==> src/rtl/adc_capture_ctrl.sv <==
module adc_capture_ctrl #(
  parameter int DIV          = 4,
  parameter int DATA_W       = 12,
  parameter int FRAME        = 16,
  parameter int SLEEP_PULSES = 4
) (
  input  logic              clk,
  input  logic              rst_n,
  input  logic              run,
  input  logic              sleep_req,
  input  logic              wake_req,
  input  logic              adc_sdo,
  output logic              adc_sck,
  output logic              adc_cnv,
  output logic [DATA_W-1:0] result,
  output logic              ref_flag,
  output logic              result_valid,
  output logic              ref_not_ready,
  output logic              asleep
);

  localparam int HALF    = DIV / 2;
  localparam int CW      = (DIV > 1) ? $clog2(DIV) : 1;
  localparam int KW      = $clog2(FRAME);
  localparam int FIRST   = 3;
  localparam int LAST    = FIRST + DATA_W;
  localparam int SLP_END = 2 * SLEEP_PULSES - 1;

  typedef enum logic [1:0] {M_IDLE, M_CONV, M_SLEEP, M_WAKE} mode_t;

  mode_t             mode, mode_n;
  logic [CW-1:0]     div_cnt;
  logic [KW-1:0]     k, k_n;
  logic              sleep_p, wake_p, clr_s, clr_w, sleepy, decide;
  logic [DATA_W-1:0] sh;

  wire slot_start = (div_cnt == CW'(DIV - 1));
  wire sck_fall   = (div_cnt == CW'(HALF - 1));
  wire cnv_n      = (mode_n == M_CONV && k_n == '0) || (mode_n == M_SLEEP && !k_n[0]);
  wire gate_n     = (mode_n == M_CONV) || (mode_n == M_WAKE);
  wire take       = slot_start && mode_n == M_CONV && k_n >= KW'(FIRST);

  always_comb begin
    mode_n = mode;
    k_n    = k + 1'b1;
    clr_s  = 1'b0;
    clr_w  = 1'b0;
    sleepy = asleep;
    decide = 1'b0;
    case (mode)
      M_CONV:  decide = (k == KW'(FRAME - 1));
      M_SLEEP: if (k == KW'(SLP_END)) begin decide = 1'b1; sleepy = 1'b1; end
      M_WAKE:  begin decide = 1'b1; sleepy = 1'b0; end
      default: decide = 1'b1;
    endcase
    if (decide) begin
      k_n = '0;
      if (sleepy) begin
        clr_s = 1'b1;
        if (wake_p) begin mode_n = M_WAKE; clr_w = 1'b1; end
        else mode_n = M_IDLE;
      end else begin
        clr_w = 1'b1;
        if (sleep_p) begin mode_n = M_SLEEP; clr_s = 1'b1; end
        else if (run) mode_n = M_CONV;
        else mode_n = M_IDLE;
      end
    end
  end

  always_ff @(posedge clk or negedge rst_n) begin
    if (!rst_n) begin
      mode <= M_IDLE; k <= '0; div_cnt <= '0;
      sleep_p <= 1'b0; wake_p <= 1'b0; asleep <= 1'b0;
      adc_sck <= 1'b0; adc_cnv <= 1'b0; sh <= '0;
      result <= '0; ref_flag <= 1'b0; ref_not_ready <= 1'b0; result_valid <= 1'b0;
    end else begin
      div_cnt      <= slot_start ? '0 : div_cnt + 1'b1;
      result_valid <= 1'b0;
      sleep_p      <= (sleep_p & ~(slot_start & clr_s)) | sleep_req;
      wake_p       <= (wake_p & ~(slot_start & clr_w)) | wake_req;
      if (slot_start) begin
        mode    <= mode_n;
        k       <= k_n;
        asleep  <= sleepy;
        adc_cnv <= cnv_n;
        adc_sck <= gate_n;
      end else if (sck_fall) begin
        adc_sck <= 1'b0;
      end
      if (take) begin
        sh <= {sh[DATA_W-2:0], adc_sdo};
        if (k_n == KW'(LAST)) begin
          result        <= {sh[DATA_W-2:0], adc_sdo};
          ref_flag      <= sh[DATA_W-1];
          ref_not_ready <= ~sh[DATA_W-1];
          result_valid  <= 1'b1;
        end
      end
    end
  end

  assert_cnv_with_edge_R1: assert property (@(posedge clk) disable iff (!rst_n)
    ($rose(adc_cnv) && mode == M_CONV) |-> adc_sck);

  assert_valid_single_R4: assert property (@(posedge clk) disable iff (!rst_n)
    result_valid |=> !result_valid);

  assert_result_hold_R4: assert property (@(posedge clk) disable iff (!rst_n)
    !result_valid |-> ($stable(result) && $stable(ref_flag)));

  assert_sleep_no_sck_R6: assert property (@(posedge clk) disable iff (!rst_n)
    (mode == M_SLEEP) |-> !adc_sck);

  assert_asleep_quiet_R6: assert property (@(posedge clk) disable iff (!rst_n)
    (asleep && mode == M_IDLE) |-> (!adc_sck && !adc_cnv));

  assert_wake_no_cnv_R7: assert property (@(posedge clk) disable iff (!rst_n)
    (mode == M_WAKE) |-> !adc_cnv);

endmodule

==> config.mk <==
export PLATFORM = sky130hd
export DESIGN_NAME = adc_capture_ctrl
export DESIGN_NICKNAME = d
export VERILOG_FILES = /design/src/rtl/adc_capture_ctrl.sv
export SDC_FILE = /design/constraint.sdc
export NUM_CORES = 1
export LEC_CHECK = 0
export BUFFER_PORTS_ARGS = -buffer_cell sky130_fd_sc_hd__buf_2
export CORE_UTILIZATION = 60
export CTS_CLUSTER_SIZE = 12
export DETAILED_ROUTE_END_ITERATION = 12
export PLACE_DENSITY = 0.95
export SYNTH_ARGS = -nofsm -noshare
export SYNTH_HDL_FRONTEND = slang
export SYNTH_SLANG_ARGS = --single-unit
==> constraint.sdc <==
create_clock -name clk -period 6.7 [get_ports clk]
set_input_delay 0.67 -clock clk [delete_from_list [all_inputs] [get_ports clk]]
set_output_delay 0.67 -clock clk [all_outputs]
set_load 0.005 [all_outputs]
==> results of run 1 <==
worst max-delay path, delay by kind of cell, from the launching register on:
family / cells / cell delay, ns
fa+ha+maj: 1 / 0.22
mux: 2 / 0.70
flops: 1 / 0.50
simple gates: 1 / 0.65
compound gates: 1 / 0.32
buf+inv: 1 / 0.10
state kept, by name, summed over array words and instances, names as in the netlist, 2 cells and up:
name     count
k            4
mode         2
sh          12
div_cnt      2
result      12
power by group through the flow:
| stage | combinational [mW] | sequential (mW) | clock [mW] |
|---|---|---|---|
| 6_report | 0.0111 | 0.248 | 0.131 |
| 5_1_grt | 0.0127 | 0.248 | 0.145 |
| 4_1_cts | 0.0114 | 0.248 | 0.134 |
| 3_5_place_dp | 0.0113 | 0.252 | 0 |
| 3_3_place_gp | 0.0107 | 0.252 | 0 |
| 2_1_floorplan | 0.00468 | 0.251 | 0 |
cell families (layout without fill, tap and decap cells):
kind of cell / Yosys count / in the layout / synth area share
xor gates and xnor gates: 2 / 2 / 0.00971
AOI/OAI and AO/OA: 18 / 18 / 0.0728
and+or+nand+nor: 22 / 22 / 0.0631
muxes: 32 / 32 / 0.220
DFF: 40 / 40 / 0.555
buffers and inverters: 14 / 40 / 0.0381
adders and majority gates: 6 / 6 / 0.0416
cell usage after synthesis:
cell	number	area, um^2
nor2b_1	2	12.5
a31oi_1	2	12.5
inv_1	9	33.8
a211o_1	1	8.76
nor2_1	5	18.8
a21o_1	2	15.0
nor4_1	1	6.26
xnor2_1	2	17.5
and3_1	2	12.5
nand2b_1	1	6.26
mux2_4	11	165
buf_6	2	22.5
o21ai_0	6	30.0
a31oi_4	1	21.3
a32oi_1	1	8.76
or3_1	1	6.26
a21oi_1	2	10.0
mux2i_1	4	40.0
mux2_2	17	191
a21boi_0	1	7.51
o32ai_1	1	8.76
dfrtp_1	40	1000
nor3_1	1	5.00
nand2_1	3	11.3
nand3_1	4	20.0
nand4_1	1	6.26
clkbuf_1	2	7.51
o21ai_2	1	8.76
and4_1	1	8.76
buf_2	1	5.00
ha_1	6	75.1
layout make-up:
cell class	count	area, um^2
clock buffers	6	51.3
well taps	31	38.8
repair buffers	23	115
fillers	199	816
inverters	9	33.8
multi-input cells	80	734
flip-flops and latches	40	1000
clock inverters	2	15.0
metrics by stage:
step | worst slack (ns) | utilization | total power [mW] | std cells | instance area, um^2
2_1_floorplan | 4.56 | - | 0.256 | 134 | 1800
3_3_place_gp | 4.29 | 0.686 | 0.263 | 183 | 1920
3_5_place_dp | 4.10 | 0.686 | 0.263 | 183 | 1920
4_1_cts | 4.10 | 0.709 | 0.393 | 191 | 1990
5_1_grt | 3.94 | 0.709 | 0.406 | 191 | 1990
6_report | 4.10 | 0.709 | 0.390 | 191 | 1990
per-layer routing:
layer	wire length, um	vias to the layer above	part of all wire
met5	0	-	0
met4	90	0	0.028
met1	1380	560	0.43
met3	156	12	0.049
met2	1570	41	0.49
li1	-	520	-
final timing paths:
| path | start | to | slack, ns | cells after the start |
|---|---|---|---|---|
| max | mode[0]$_DFFE_PN0P_ | result[9]$_DFFE_PN0P_ | 4.10 | 6 |
| min | rst_n | ref_flag$_DFFE_PN0P_ | 0.42 | 1 |
| max reg2reg | mode[0]$_DFFE_PN0P_ | result[9]$_DFFE_PN0P_ | 4.10 | 6 |
| min reg2reg | div_cnt[0]$_DFF_PN0_ | div_cnt[0]$_DFF_PN0_ | 0.47 | 1 |
| max in group asynchronous | rst_n | k[3]$_DFFE_PN0P_ | 5.72 | 1 |
| min in group clk | div_cnt[0]$_DFF_PN0_ | div_cnt[0]$_DFF_PN0_ | 0.47 | 1 |
==> summary.txt, run 1 <==
Status: complete, but fails checks
Failing checks: design-rule violations
Register area share after synthesis: 0.555
Maximum clock frequency: 384 MHz
Worst Setup End Kind: flip-flop
CTS tree: done
Clock Tree Root: clkbuf_4
LEAKAGE: 1.01 nW
Synthesis-stage register bit count: 40
Final Hold Vio Count: 0
Critical-path maximum fanout: 15
Effective utilization at floorplan: 0.643
Fraction of layout cells with a size suffix above 1: 0.381
Most frequent cells in the layout: dfrtp_1 (40), buf_2 (23), mux2_2 (17)
Max_slew headroom: 0.412
Num rows: 19
Post-DR vias/cell: 5.93
Initial antenna violation count: 0
First-pass GRT wire length: 5.48 mm
Grt met1 use: 0.305
Core Region: 0.00281 mm^2
CP required: 6.94 ns
Drt first pass iters: 8
Worst Path Class, Setup: flip-flop to flip-flop
Max cap viols: 0
PortBufs: 23
Maximum VDD drop: 0.000156 V
CTS buffer count: 5
Setup TNS: 0 ns
Netlist cell types: 31
Vias: 1133
Grt ovf: 0
Switching Share: 0.229
Ports: 24
Avg Inst Size Synth: 13.5 um^2
Ant diodes: 0
Post-Syn Area: 0.00180 mm^2
HP Class: input pin to asynchronous set/reset pin
CTS Hold Bufs: 0
Slew Limit Fails: 0
Setup Fix Bufs, Post-CTS: 0
Crit start category: flip-flop
Commonest non-fill, non-tap cell in the layout: dfrtp_1
Routed length per instance: 16.8 um
Gate power share: 0.028
Remaining antenna violation count: 0
Worst-Margin Slew: 0.882 ns
M3 GR Usage: 0.0737
Sequential power share: 0.635
Fin crit period: 2.60 ns
Layout area overhead: 10.3%
RePlAce Congestion: 0.781
Clock Skews: 0.0132 ns
Hold Slack: 0.420 ns
Period utilisation layout: 0.388
Final #Nets: 171
Net Sw Power: 0.0892 mW
GR peak layer: met2
Worst path max stage delay: 0.65 ns
Total Wirelength: 3.20 mm
Clock Tree Buf Depth: 2
Final setup viols: 0
YS warnings: 0
Internal: 0.301 mW
CP Cell Sequence: inv_1, ha_1, mux2_4, a31oi_4, and3_1, mux2_2
Width of the die: 56.8 um
Number of global-route vias before repair: 1144
Clock power frac: 0.337
DIE AREA: 0.00323 mm^2
GR Layer Usage met2: 0.349
Max stage delay cell, worst path: and3_1
PwrDens: 196 mW/mm^2
Resized Gates After CTS: 0
Cell count after synthesis: 134
Arrival time worst endpoint: 2.85 ns
CTS clk-pin slew, worst paths: 0.12 ns
HPWL after DPL: 2.19 mm
RSZ-0062 raised after global routing: false
Residual DRC: 2
Die Span Y: 56.8 um
Worst-skew pair later-pin latency: 0.36 ns
Number of DRC markers in iteration 0: 33
Gr usage total: 0.231
Clock sinks: 40
Synth Net Count: 146
Largest net degree at the start of global routing: 41
# H-tree levels: 2
(Power assumes the default switching activity.)
==> run 2: changes to the inputs <==
ABC_AREA = 1   (was not set)
CORE_UTILIZATION = 51   (was 60)
PLACE_DENSITY = 0.86   (was 0.95)
clock period = 2.2 ns   (was 6.7 ns; I/O delays follow)
==> run 2 against run 1 <==
  * The run now ends clean
  * Largest cell class unchanged
  * Sequential power rose to 3.0 times the previous value
  * Largest power group unchanged
  * Flip-flop and latch count unchanged
  * Combinational power up 130%
==> summary.txt, run 2 <==
Worst Setup End Kind: flip-flop
Cell count after synthesis: 222 (+66%)
Most frequent cells in the layout: nand2_1 (81), dfrtp_1 (40), buf_2 (23)
Biggest regs: result x12, sh x12, k x4
Cell with the most instances after synthesis: nand2_1
Max_slew headroom: 0.438 (+0.0262)
Number of global-route vias before repair: 1432 (+25%)
Commonest non-fill, non-tap cell in the layout: nand2_1
HP Class: input pin to asynchronous set/reset pin
Max stage delay cell, worst path: dfrtp_1
Final Hold Vio Count: 0 (unchanged)
Clock Skews: 0.00879 ns (-0.00438 ns)
Effective utilization at floorplan: 0.534 (-0.110)
R2r endpoint: ref_flag$_DFFE_PN0P_
CTS clk-pin slew, worst paths: 0.08 ns (-0.04 ns)
# H-tree levels: 2 (unchanged)
Register area share after synthesis: 0.509 (-0.0462)
Vias: 1588 (+40%)
Post-Syn Area: 0.00197 mm^2 (+9.1%)
Grt ovf: 0 (unchanged)
Core Region: 0.00369 mm^2 (+31%)
Layout area overhead: 17.4%
Routed length per instance: 13.2 um (-21%)
R2R cell count: 12 (+6)
Clock sinks: 40 (unchanged)
Synth Net Count: 234 (+60%)
CP required: 2.44 ns (-4.50 ns)
Worst-skew pair later-pin latency: 0.30 ns (-0.06 ns)
Post-synthesis simple-gate area fraction: 0.331 (+0.268)
Final #Nets: 268 (+57%)
Gr usage total: 0.208 (-0.0238)
Drt first pass iters: 5 (-3)
PortBufs: 23 (unchanged)
Util after Layout: 0.626 (-0.0830)
LEAKAGE: 1.30 nW (+29%)
Period utilisation layout: 0.931 (+0.542)
Fin crit period: 2.05 ns (-0.554 ns)
Clock Tree Root: clkbuf_8
Maximum VDD drop: 0.000380 V (+140%)
Ranking of synthesized cells by area: dfrtp_1 (51%), nand2_1 (15%), nand4_1 (5.1%), ha_1 (3.8%), nand3_1 (3.6%)
CTS Hold Bufs: 0 (unchanged)
First-pass GRT wire length: 6.47 mm (+18%)
DIE AREA: 0.00411 mm^2 (+27%)
Num rows: 22 (+3)
Main combinational cell family by area after synthesis: simple AND/OR/NAND/NOR gates
PwrDens: 611 mW/mm^2 (+210%)
Number of DRC markers in iteration 0: 178 (+440%)
Max cap viols: 0 (unchanged)
Worst path max stage delay: 0.41 ns (-0.24 ns)
Finished layout cell area: 0.00231 mm^2 (+16%)
Die Span Y: 64.1 um (+13%)
Worst-Margin Slew: 0.843 ns (-0.0394 ns)
HPWL after DPL: 2.51 mm (+15%)
Top-area cell type share of the netlist area: 0.509 (-0.0462)
Power Total: 1.41 mW (+260%)
Area of placed instances: 0.00210 mm^2 (+9.1%)
Post-synth EDFFs: 0 (unchanged)
Initial antenna violation count: 0 (unchanged)
Synth top cells by count: nand2_1 (81), dfrtp_1 (40), inv_1 (18)
RePlAce Congestion: 0.919 (+18%)
Avg Inst Size Synth: 8.87 um^2 (-34%)
CP bufs+invs: 3 (+2)
Final setup viols: 0 (unchanged)
Post-DR vias/cell: 5.21 (-12%)
Slew Limit Fails: 0 (unchanged)
Largest net degree at the start of global routing: 41 (unchanged)
Delay-heaviest family, CP: simple AND/OR/NAND/NOR gates
CP Cell Sequence: inv_1, ha_1, nand2_1, inv_1, nand2_2, nand3_4, nor2_1, nand2_1, nor2_4, buf_4, nand4_1, nand2_1
Ports: 24 (unchanged)
Asr flop ratio synth: 1.00 (unchanged)
YS warnings: 0 (unchanged)
Crit start category: flip-flop
Filler Cell Count: 304 (+53%)
Clock Tree Buf Depth: 2 (unchanged)
CTS buffer count: 5 (unchanged)
Adder-cell area share of the yosys netlist: 0.0381 (-0.00347)
Arrival time worst endpoint: 2.29 ns (-0.56 ns)
Ant diodes: 0 (unchanged)
Fraction of layout cells with a size suffix above 1: 0.233 (-0.148)
Dominant cell type by area after synthesis: dfrtp_1
Netlist cell types: 24 (-23%)
Synthesis-stage register bit count: 40 (unchanged)
Setup slack, reg-to-reg: 0.15 ns (-3.95 ns)
Residual DRC: 0 (-2)
CTS tree: done
R2R Path Start: mode[1]$_DFFE_PN0P_
Synth Area in Compound Gates: 0.0362 (-0.0366)
Critical-path maximum fanout: 11 (-4)
Worst Path Class, Setup: flip-flop to flip-flop
Total Wirelength: 4.04 mm (+26%)
Synth Area in XOR/XNOR: 0.00445 (-0.00526)
Mux contribution to synthesized area: 0 (-0.220)
Maximum clock frequency: 488 MHz (+27%)
Status: finished clean
Width of the die: 64.1 um (+13%)
Primary FF master, synth: dfrtp_1
Top cell by count, worst path: nand2_1
Remaining antenna violation count: 0 (unchanged)
run 2: changes by cell type in the layout (fill, tap and decap cells not counted), sizes merged, moves of 4 or more:
cell,change
mux2i,-4
buf,+11
nand4,+15
nand2,+85
inv,+11
nor2,+8
nand3,+14
mux2,-28
run 2: layer usage:
layer	routed length, um	vias to the layer above	global-route usage	share of wire
li1	-	791	-	-
met1	1880	745	0.290	0.47
met2	1920	46	0.311	0.47
met3	185	6	0.0393	0.046
met4	52	0	0.100	0.013
met5	0	-	0	0
run 2: through the flow:
step | setup slack [ns] | TNS [ns] | std cells | hold slack, ns
final | 0.153 | 0 | 305 | 0.0183
after global routing | -0.0465 | -0.217 | 305 | 0.0983
after floorplan | 0.344 | 0 | 222 | -0.0756
after global placement | 0.191 | 0 | 289 | 0.373
after CTS | 0.0636 | 0 | 297 | 0.0520
after detailed placement | 0.111 | 0 | 289 | 0.378
run 2: how the worst max path moves through the flow:
| stage | start | end | slack (ns) | depth (start not counted) |
|---|---|---|---|---|
| floorplan | k[0]$_DFFE_PN0P_ | result[10]$_DFFE_PN0P_ | 0.34 | 12 |
| global placement | mode[0]$_DFFE_PN0P_ | result[3]$_DFFE_PN0P_ | 0.19 | 13 |
| detailed placement | mode[0]$_DFFE_PN0P_ | result[3]$_DFFE_PN0P_ | 0.11 | 13 |
| CTS | mode[0]$_DFFE_PN0P_ | result[3]$_DFFE_PN0P_ | 0.06 | 13 |
| global route | mode[1]$_DFFE_PN0P_ | result[6]$_DFFE_PN0P_ | -0.05 | 12 |
| finish | mode[1]$_DFFE_PN0P_ | ref_flag$_DFFE_PN0P_ | 0.15 | 12 |
run 2: worst reg2reg max path: cells and delay by family (launching register included):
| family | cells | cell delay (ns) |
|---|---|---|
| AND/OR/NAND/NOR | 8 | 1.00 |
| flip-flops | 1 | 0.41 |
| buffers and inverters | 3 | 0.39 |
| adder cells (fa/ha/maj) | 1 | 0.20 |
run 2: kinds of logic (layout without fill, tap and decap cells):
| kind of cell | after synthesis | in the layout |
|---|---|---|
| DFF | 40 | 40 |
| and+or+nand+nor | 133 | 135 |
| xor gates and xnor gates | 1 | 1 |
| AOI/OAI and AO/OA | 13 | 13 |
| adders and majority gates | 6 | 6 |
| buffers and inverters | 29 | 62 |
run 2: where the power goes:
part | internal [mW] | total, mW | switching [mW]
logic | 0.00719 | 0.0256 | 0.0184
registers | 0.744 | 0.752 | 0.00783
clock network | 0.371 | 0.633 | 0.263
run 2: area by class of cell:
class                           count  area [um^2]  area share
Clock buffer                        6         82.6      0.0358
Clock inverter                      2         38.8      0.0168
Inverter                           20         77.6      0.0336
Multi-Input combinational cell    155          836       0.362
Sequential cell                    40         1000       0.433
Tap cell                           48         60.1      0.0260
Timing Repair Buffer               34          214      0.0926
run 2: repair_timing:
item | 4_1_cts | 5_1_grt
gates resized for setup | 0 | 5
setup buffers | 0 | 6
setup endpoints to repair | 0 | 25
==> run 3: changes to the inputs <==
--- a/config.mk
+++ b/config.mk
@@ -8,8 +8,9 @@
 export ABC_AREA = 1
 export BUFFER_PORTS_ARGS = -buffer_cell sky130_fd_sc_hd__buf_2
+export CORE_ASPECT_RATIO = 0.75
 export CORE_UTILIZATION = 51
 export CTS_CLUSTER_SIZE = 12
 export DETAILED_ROUTE_END_ITERATION = 12
-export PLACE_DENSITY = 0.86
+export PLACE_DENSITY = 0.73
 export SYNTH_ARGS = -nofsm -noshare
 export SYNTH_HDL_FRONTEND = slang
==> constraint.sdc (replaced) <==
create_clock -name clk -period 2.2 [get_ports clk]
set_input_delay 0.22 -clock clk [delete_from_list [all_inputs] [get_ports clk]]
set_output_delay 0.22 -clock clk [all_outputs]
set_load 0.05 [all_outputs]
==> run 3 against run 2 <==
  * Routed wire length fell by 7.8%
  * Non-clock buffer count fell by 3
  * Sequential share of layout area rose by 1.9 points
  * Clock power fell by 30%
  * Critical path depth rose by 1
  * Global-route usage fell by 0.38 points
  * Utilization fell by 2.6 points
==> summary.txt, run 3 (synthesis results as in run 2) <==
Initial antenna violation count: 0 (unchanged)
Clock Tree Buf Depth: 2 (unchanged)
CTS clk-pin slew, worst paths: 0.07 ns (about the same)
Max cap viols: 0 (unchanged)
Max_slew headroom: 0.424 (-0.0138)
Max stage delay cell, worst path: dfrtp_1
R2R Path Start: mode[0]$_DFFE_PN0P_
PortBufs: 23 (unchanged)
Total Wirelength: 3.72 mm (-7.8%)
Number of global-route vias before repair: 1352 (-5.6%)
Util after Layout: 0.600 (-0.0262)
Slew Limit Fails: 0 (unchanged)
Final Hold Vio Count: 0 (unchanged)
Num rows: 19 (-14%)
Filler Cell Count: 324 (+6.6%)
Remaining antenna violation count: 0 (unchanged)
Crit start category: flip-flop
HPWL after DPL: 2.67 mm (+6.6%)
Clock Skews: 0.00219 ns (-0.00660 ns)
CTS Hold Bufs: 0 (unchanged)
Layout area overhead: 12.3%
Effective utilization at floorplan: 0.534 (+0.000544)
R2R cell count: 13 (+1)
Largest net degree at the start of global routing: 41 (unchanged)
Drt first pass iters: 4 (-1)
Worst path max stage delay: 0.41 ns (about the same)
Arrival time worst endpoint: 2.26 ns (-0.03 ns)
Setup slack, reg-to-reg: 0.17 ns (about the same)
Routed length per instance: 12.3 um (-7.2%)
CP required: 2.42 ns (-0.02 ns)
Clock sinks: 40 (unchanged)
Ant diodes: 0 (unchanged)
Fin crit period: 2.03 ns (-0.0147 ns)
Setup TNS: 0 ns (unchanged)
RSZ-0062 raised after global routing: false
Residual DRC: 0 (unchanged)
CP bufs+invs: 4 (+1)
Number of DRC markers in iteration 0: 71 (-60%)
Delay-heaviest family, CP: simple AND/OR/NAND/NOR gates
Final setup viols: 0 (unchanged)
Maximum VDD drop: 0.000357 V (-6.1%)
Status: finished clean
PwrDens: 553 mW/mm^2 (-9.5%)
DIE AREA: 0.00411 mm^2 (about the same)
Commonest non-fill, non-tap cell in the layout: nand2_1
Worst-Margin Slew: 0.864 ns (+0.0207 ns)
R2r endpoint: result[11]$_DFFE_PN0P_
Gr usage total: 0.204 (-0.00384)
CTS tree: done
RePlAce Congestion: 0.806 (-12%)
Clock Tree Root: clkbuf_8
Fraction of layout cells with a size suffix above 1: 0.215 (-0.0183)
Worst-skew pair later-pin latency: 0.28 ns (-0.02 ns)
CP Cell Sequence: inv_1, ha_1, inv_1, nor2_1, nand2_4, nand3_4, inv_4, nand2_2, nand2_2, nor2_4, buf_4, nand4_1, nand2_1
Maximum clock frequency: 492 MHz (+0.72%)
Final #Nets: 263 (-1.9%)
LEAKAGE: 1.26 nW (-3.6%)
Post-DR vias/cell: 4.94 (-5.0%)
Most frequent cells in the layout: nand2_1 (81), dfrtp_1 (40), buf_2 (23)
CTS buffer count: 5 (unchanged)
Worst Setup End Kind: flip-flop
Worst Path Class, Setup: flip-flop to flip-flop
HP Class: input pin to asynchronous set/reset pin
Period utilisation layout: 0.924 (-0.00668)
Grt ovf: 0 (unchanged)
# H-tree levels: 2 (unchanged)
Die Span Y: 55.8 um (-13%)
Critical-path maximum fanout: 15 (+4)
Biggest regs: result x12, sh x12, k x4
Core Region: 0.00368 mm^2 (-0.10%)
Vias: 1498 (-5.7%)
Ports: 24 (unchanged)
Width of the die: 73.7 um (+15%)
First-pass GRT wire length: 6.27 mm (-3.0%)
## run 3: area by class of cell
class	instances	area, um^2	area share
well taps	52	65.1	0.0294
multi-input cells	153	811	0.367
clock inverters	1	5.00	0.00226
clock buffers	6	72.6	0.0328
inverters	20	77.6	0.0351
flip-flops and latches	40	1000	0.453
repair buffers	31	179	0.0809
## run 3: per-layer routing
| metal | up-vias | share of wire | track usage |
|---|---|---|---|
| met5 | - | 0 | 0 |
| met4 | 0 | 0.0091 | 0.0714 |
| met2 | 29 | 0.43 | 0.287 |
| met1 | 693 | 0.53 | 0.304 |
| met3 | 6 | 0.029 | 0.0507 |
| li1 | 770 | - | - |
## run 3: worst max-delay path by stage
stage,start,endpoint,cells after the start
after detailed placement,k[0]$_DFFE_PN0P_,result[11]$_DFFE_PN0P_,11
final,mode[0]$_DFFE_PN0P_,result[11]$_DFFE_PN0P_,13
after floorplan,k[0]$_DFFE_PN0P_,ref_flag$_DFFE_PN0P_,12
after global routing,mode[0]$_DFFE_PN0P_,result[11]$_DFFE_PN0P_,14
after CTS,k[0]$_DFFE_PN0P_,ref_not_ready$_DFFE_PN0P_,11
after global placement,k[0]$_DFFE_PN0P_,result[8]$_DFFE_PN0P_,11
## run 3: power by group
part           total (mW)  internal, mW  switching, mW
combinational      0.0260       0.00719         0.0188
sequential          0.753         0.745        0.00836
clock               0.444         0.215          0.228
## run 3: timing repair
action,CTS,global route
buffers inserted,0,3
endpoints found under the setup margin,0,22
resized for setup,0,2
## run 3: through the flow
step	area (um^2)	hold slack [ns]	total power, mW	cells	setup slack (ns)
6_report	2210	0.0507	1.22	303	0.167
5_1_grt	2210	0.112	1.28	303	0.0171
4_1_cts	2180	0.0732	1.24	300	0.107
3_5_place_dp	2100	0.381	0.794	293	0.121
3_3_place_gp	2100	0.377	0.793	293	0.207
2_1_floorplan	1970	-0.0756	0.772	222	0.333
